$ cat src/rtl/evt_irq_pkg.sv
package evt_irq_pkg;
  localparam int DATA_W  = 32;
  localparam int NUM_IRQ = 13;
  localparam int ADDR_W  = 2;

  typedef enum logic [ADDR_W-1:0] {
    REG_EVT   = 2'd0,
    REG_MASK  = 2'd1,
    REG_MGMT  = 2'd2,
    REG_TXCTL = 2'd3
  } reg_sel_e;

  localparam int EVB_HBEAT = 31;
  localparam int EVB_BABRX = 30;
  localparam int EVB_BABTX = 29;
  localparam int EVB_GSTOP = 28;
  localparam int EVB_TXFRM = 27;
  localparam int EVB_TXBUF = 26;
  localparam int EVB_RXFRM = 25;
  localparam int EVB_RXBUF = 24;
  localparam int EVB_MGMT  = 23;
  localparam int EVB_BUSER = 22;
  localparam int EVB_LCOL  = 21;
  localparam int EVB_RETRY = 20;
  localparam int EVB_UNDR  = 19;

  // irq line index -> event bit
  function automatic int irq_src_bit(input int idx);
    case (idx)
      0:       return EVB_TXFRM;
      1:       return EVB_TXBUF;
      2:       return EVB_UNDR;
      3:       return EVB_RETRY;
      4:       return EVB_RXFRM;
      5:       return EVB_RXBUF;
      6:       return EVB_MGMT;
      7:       return EVB_LCOL;
      8:       return EVB_HBEAT;
      9:       return EVB_GSTOP;
      10:      return EVB_BUSER;
      11:      return EVB_BABTX;
      default: return EVB_BABRX;
    endcase
  endfunction

  function automatic logic [DATA_W-1:0] defined_bits();
    logic [DATA_W-1:0] m;
    m = '0;
    for (int i = 0; i < NUM_IRQ; i++) m[irq_src_bit(i)] = 1'b1;
    return m;
  endfunction

  localparam logic [DATA_W-1:0] EVT_DEF_MASK = defined_bits();
endpackage

$ cat src/rtl/evt_irq_decode.sv
module evt_irq_decode
  import evt_irq_pkg::*;
#(
  parameter int DW = DATA_W,
  parameter int AW = ADDR_W
) (
  input  logic [AW-1:0] addr_i,
  input  logic          wr_en_i,
  input  logic [DW-1:0] wr_data_i,
  output logic [DW-1:0] clr_o,
  output logic [DW-1:0] sw_set_o,
  output logic          mask_we_o
);
  reg_sel_e sel;
  assign sel = reg_sel_e'(addr_i);

  always_comb begin
    clr_o     = '0;
    sw_set_o  = '0;
    mask_we_o = 1'b0;
    if (wr_en_i) begin
      unique case (sel)
        REG_EVT:   clr_o = wr_data_i;
        REG_MASK:  mask_we_o = 1'b1;
        REG_MGMT:  sw_set_o[EVB_MGMT] = 1'b1;
        REG_TXCTL: sw_set_o[EVB_GSTOP] = wr_data_i[0];
        default:   ;
      endcase
    end
  end
endmodule

$ cat src/rtl/evt_irq_status.sv
module evt_irq_status
  import evt_irq_pkg::*;
#(
  parameter int DW = DATA_W,
  parameter logic [DW-1:0] DEF = EVT_DEF_MASK
) (
  input  logic          clk_i,
  input  logic          rst_ni,
  input  logic [DW-1:0] set_i,
  input  logic [DW-1:0] clr_i,
  output logic [DW-1:0] evt_o
);
  logic [DW-1:0] evt_q, set_m;
  assign set_m = set_i & DEF;

  // set takes priority over a same-cycle clear
  always_ff @(posedge clk_i or negedge rst_ni) begin
    if (!rst_ni) evt_q <= '0;
    else         evt_q <= (evt_q & ~clr_i & DEF) | set_m;
  end
  assign evt_o = evt_q;

  a_r2_set_lands: assert property (@(posedge clk_i) disable iff (!rst_ni)
    1'b1 |=> ((evt_q & $past(set_i & DEF)) == $past(set_i & DEF)));
  a_r3_clear_lands: assert property (@(posedge clk_i) disable iff (!rst_ni)
    1'b1 |=> ((evt_q & $past(clr_i & ~set_i)) == '0));
  a_r3_untouched_hold: assert property (@(posedge clk_i) disable iff (!rst_ni)
    1'b1 |=> ((evt_q & ~$past(clr_i | set_i)) == ($past(evt_q) & ~$past(clr_i | set_i))));
  a_r9_reserved_zero: assert property (@(posedge clk_i) disable iff (!rst_ni)
    (evt_q & ~DEF) == '0);
endmodule

$ cat src/rtl/evt_irq_mask.sv
module evt_irq_mask
  import evt_irq_pkg::*;
#(
  parameter int DW = DATA_W
) (
  input  logic          clk_i,
  input  logic          rst_ni,
  input  logic          we_i,
  input  logic [DW-1:0] data_i,
  output logic [DW-1:0] mask_o
);
  logic [DW-1:0] mask_q;

  always_ff @(posedge clk_i or negedge rst_ni) begin
    if (!rst_ni)   mask_q <= '0;
    else if (we_i) mask_q <= data_i;
  end
  assign mask_o = mask_q;

  a_r5_mask_load: assert property (@(posedge clk_i) disable iff (!rst_ni)
    we_i |=> (mask_q == $past(data_i)));
  a_r5_mask_hold: assert property (@(posedge clk_i) disable iff (!rst_ni)
    !we_i |=> $stable(mask_q));
endmodule

$ cat src/rtl/evt_irq_route.sv
module evt_irq_route
  import evt_irq_pkg::*;
#(
  parameter int DW = DATA_W,
  parameter int NI = NUM_IRQ
) (
  input  logic [DW-1:0] evt_i,
  input  logic [DW-1:0] mask_i,
  output logic [NI-1:0] irq_o
);
  for (genvar g = 0; g < NI; g++) begin : g_line
    localparam int SRC = irq_src_bit(g);
    assign irq_o[g] = evt_i[SRC] & mask_i[SRC];
  end
endmodule

$ cat src/rtl/evt_irq_ctrl.sv
module evt_irq_ctrl
  import evt_irq_pkg::*;
#(
  parameter int DW = DATA_W,
  parameter int AW = ADDR_W,
  parameter int NI = NUM_IRQ
) (
  input  logic          clk_i,
  input  logic          rst_ni,
  input  logic [AW-1:0] addr_i,
  input  logic          wr_en_i,
  input  logic [DW-1:0] wr_data_i,
  output logic [DW-1:0] rd_data_o,
  input  logic [DW-1:0] evt_pulse_i,
  output logic [NI-1:0] irq_o
);
  logic [DW-1:0] clr, sw_set, evt, mask;
  logic          mask_we;

  evt_irq_decode #(.DW(DW), .AW(AW)) u_decode (
    .addr_i, .wr_en_i, .wr_data_i,
    .clr_o(clr), .sw_set_o(sw_set), .mask_we_o(mask_we)
  );

  evt_irq_status #(.DW(DW)) u_status (
    .clk_i, .rst_ni,
    .set_i(evt_pulse_i | sw_set), .clr_i(clr), .evt_o(evt)
  );

  evt_irq_mask #(.DW(DW)) u_mask (
    .clk_i, .rst_ni, .we_i(mask_we), .data_i(wr_data_i), .mask_o(mask)
  );

  evt_irq_route #(.DW(DW), .NI(NI)) u_route (
    .evt_i(evt), .mask_i(mask), .irq_o
  );

  always_comb begin
    unique case (reg_sel_e'(addr_i))
      REG_EVT:  rd_data_o = evt;
      REG_MASK: rd_data_o = mask;
      default:  rd_data_o = '0;
    endcase
  end

  a_r6_irq_count: assert property (@(posedge clk_i) disable iff (!rst_ni)
    $countones(irq_o) == $countones(evt & mask));
  a_r7_mgmt_event: assert property (@(posedge clk_i) disable iff (!rst_ni)
    (wr_en_i && addr_i == REG_MGMT) |=> evt[EVB_MGMT]);
  a_r8_gstop_event: assert property (@(posedge clk_i) disable iff (!rst_ni)
    (wr_en_i && addr_i == REG_TXCTL && wr_data_i[0]) |=> evt[EVB_GSTOP]);
  a_r1_idle_reset: assert property (@(posedge clk_i)
    !rst_ni |-> (irq_o == '0));
endmodule

$ cat config.mk
export PLATFORM = sky130hd
export DESIGN_NAME = evt_irq_ctrl
export DESIGN_NICKNAME = d
export VERILOG_FILES = /design/src/rtl/evt_irq_pkg.sv /design/src/rtl/evt_irq_decode.sv /design/src/rtl/evt_irq_status.sv /design/src/rtl/evt_irq_mask.sv /design/src/rtl/evt_irq_route.sv /design/src/rtl/evt_irq_ctrl.sv
export SDC_FILE = /design/constraint.sdc
export NUM_CORES = 1
export LEC_CHECK = 0
export BUFFER_PORTS_ARGS = -buffer_cell sky130_fd_sc_hd__buf_2
export CORE_ASPECT_RATIO = 0.75
export CORE_UTILIZATION = 50
export CTS_CLUSTER_DIAMETER = 100
export DETAILED_ROUTE_END_ITERATION = 8
export GPL_TIMING_DRIVEN = 0
export PLACE_DENSITY = 0.9
export SYNTH_ARGS = -nofsm -noshare
export SYNTH_HDL_FRONTEND = slang
export SYNTH_HIERARCHICAL = 1
export SYNTH_SLANG_ARGS = --single-unit
$ cat constraint.sdc
create_clock -name clk_i -period 0.8 [get_ports clk_i]
set_input_delay 0.16 -clock clk_i [delete_from_list [all_inputs] [get_ports clk_i]]
set_output_delay 0.16 -clock clk_i [all_outputs]
set_load 0.05 [all_outputs]
==> results.yml <==
timing:
  max_freq_mhz: 706
  max-slew-margin-rel_pct: 55.3
  worst_pin_slew_ns: 0.670
  setup_ws_ns: -0.616
  hold_ws_ns: -0.104
  maxSlewViolCount: 0
  min_period_ns: 1.42
  hold_viol_final: 45
  rsz0062_at_grt: "yes"
  setup_viol: 89
  fin_crit_sh_pct: 177
  clock_skew_ns: 0
critical_path:
  timing.rr.start: "u_mask/mask_o[10]$_DFFE_PN0P_"
  cp_slowest_cell: "dfrtp_1"
  worstPathCellList: "mux2i_4, nor2_4, buf_6"
  reg2reg_to: "u_mask/mask_o[10]$_DFFE_PN0P_"
  crit_fanout: 3
  r2r_setup_slack_ns: -0.33
  endpoint: "rd_data_o[27]"
  arrival_ns: 1.26
  crit_path_start: "u_status/evt_o[27]$_DFF_PN0_"
  cp.required_ns: 0.64
  critical-path-max-stage-delay_ns: 0.46
  reg2reg_depth: 3
  crit_type: "flip-flop to output pin"
  start_kind: "flip-flop"
  end_kind: "output pin"
floorplan:
  dieWidth_um: 90.7
  num_io_pins: 114
  core-area_sq_um: 5500
  num_rows: 23
  start_util_pct: 53.6
  die-area_sq_um: 6210
  die_h_um: 68.5
grt:
  grt_max_degree: 46
  grtUsageTotal_pct: 33.4
  gr-total-overflow: 0
  grt_pass1_wl_um: 15200
  antenna_found_initial: 1
  grt_pass1_vias: 2748
routing:
  wirelength_um: 14400
  drt-initial-drc-count: 291
  vias: 3009
  ant_nets: 0
  dr.pass1.iters: 4
  vias_per_cell: 5.85
  wl_per_cell_um: 27.9
  drc: 0
cells_and_area:
  final_nets: 506
  finish.utilization_pct: 96.9
  fillers: 91
  final_area_sq_um: 5330
  area_growth_pct: 80.7
  final_layout_size_suffix_gt1_share_pct: 74.7
synthesis:
  ys_warn_count: 6
  syn_area_sq_um: 2950
  synth_cells: 258
  syn_avg_cell_area_sq_um: 11.4
clock_tree:
  cts_root_buf: "clkbuf_8"
  cts_buffer_depth: 2
  cts_hold_buf: 0
  path_clk_slew_ns: 0.10
  cts_inserted_buffers: 5
  clk_latency_ns: 0.31
  cts_tree: "yes"
  clock_sinks: 45
  h-tree-depth: 2
placement:
  place.gp.congestion: 0.802
  numPortBuffers: 94
  place_worst_setup_slack_ns: -0.744
  placed_cell_area_sq_um: 4170
  hpwlAfterDp_um: 4880
run:
  drv_cap: 0
power:
  powerDensity_nw_per_um2: 1790
  p_leak_uw: 0.00240
  ir_worst_vdd_mv: 1.10
status:
  outcome: "finished, violations left"
  violations: "negative hold slack, negative setup slack"
min_path:
  hp-class: "input pin to asynchronous set/reset pin"
cell usage in the layout, fill, tap and decap left out, types with 6 or more instances in the layout:
cell type,instances
a21o_1,13
and2_4,13
and4bb_1,8
buf_12,10
buf_16,6
buf_2,46
buf_4,62
buf_6,49
buf_8,12
conb_1,30
dfrtp_1,39
dfrtp_2,6
inv_1,13
mux2_4,32
mux2i_4,30
nor2_4,31
or2_2,11
cell type report:
class                   instances  area [sq um]  area share, %
repair buffers                146          1370           25.8
flip-flops and latches         45          1130           21.3
plain buffers                  45           460           8.64
multi-input cells             181          2130           40.1
well taps                      75          93.8           1.76
diodes                          1          2.50         0.0470
inverters                      13          48.8          0.916
clock buffers                   8          80.1           1.50
through the flow:
step / setup TNS, ns / std cells / hold WS, ns / power (uW)
global route: -35.36 / 514 / -0.0618 / 9690
finish: -34.37 / 514 / -0.104 / 9520
CTS: -29.30 / 494 / 0.0612 / 8670
floorplan: -18.47 / 286 / -0.136 / 5670
global placement: -57.48 / 455 / 0.392 / 6220
detailed placement: -57.48 / 455 / 0.385 / 6310
per-layer routing:
layer | global-route usage, % | vias to the layer above | routed length, um | part of all wire (%)
li1 | - | 1173 | - | -
met1 | 38.6 | 1490 | 5020 | 35
met2 | 62.2 | 255 | 7030 | 49
met3 | 7.79 | 91 | 1270 | 8.8
met4 | 12.5 | 0 | 1030 | 7.2
met5 | 0 | - | 0 | 0
how the worst min path moves through the flow:
stage,startpoint,end,cells after the start
after floorplan,rst_ni,u_mask/mask_o[0]$_DFFE_PN0P_,0
after global placement,rst_ni,u_status/evt_o[21]$_DFF_PN0_,1
after detailed placement,rst_ni,u_status/evt_o[21]$_DFF_PN0_,1
after CTS,rst_ni,u_status/evt_o[21]$_DFF_PN0_,1
after global routing,rst_ni,u_status/evt_o[19]$_DFF_PN0_,1
final,rst_ni,u_mask/mask_o[10]$_DFFE_PN0P_,1
repair_timing:
action	in CTS	in global routing
endpoints found under the hold margin	0	45
pin swaps	25	19
setup buffers	28	20
gates resized for setup	141	24
gates cloned	4	2
endpoints found under the setup margin	85	132
critical path, delay by kind of cell (launching register included):
| kind | cells | cell delay (ns) |
|---|---|---|
| muxes | 1 | 0.28 |
| DFF | 1 | 0.46 |
| buffers and inverters | 1 | 0.16 |
| and+or+nand+nor | 1 | 0.05 |
power by group:
part	leakage [uW]	internal, uW	total (uW)	switching [uW]
clock network	0.0000395	625	1510	885
registers	0.000490	2600	3060	468
logic	0.00187	2470	4950	2470
sequential cells by signal, summed over array words and instances, names as in the netlist:
signal          flops
u_mask/mask_o      32
u_status/evt_o     13
Power figures use the tool's default switching activity.
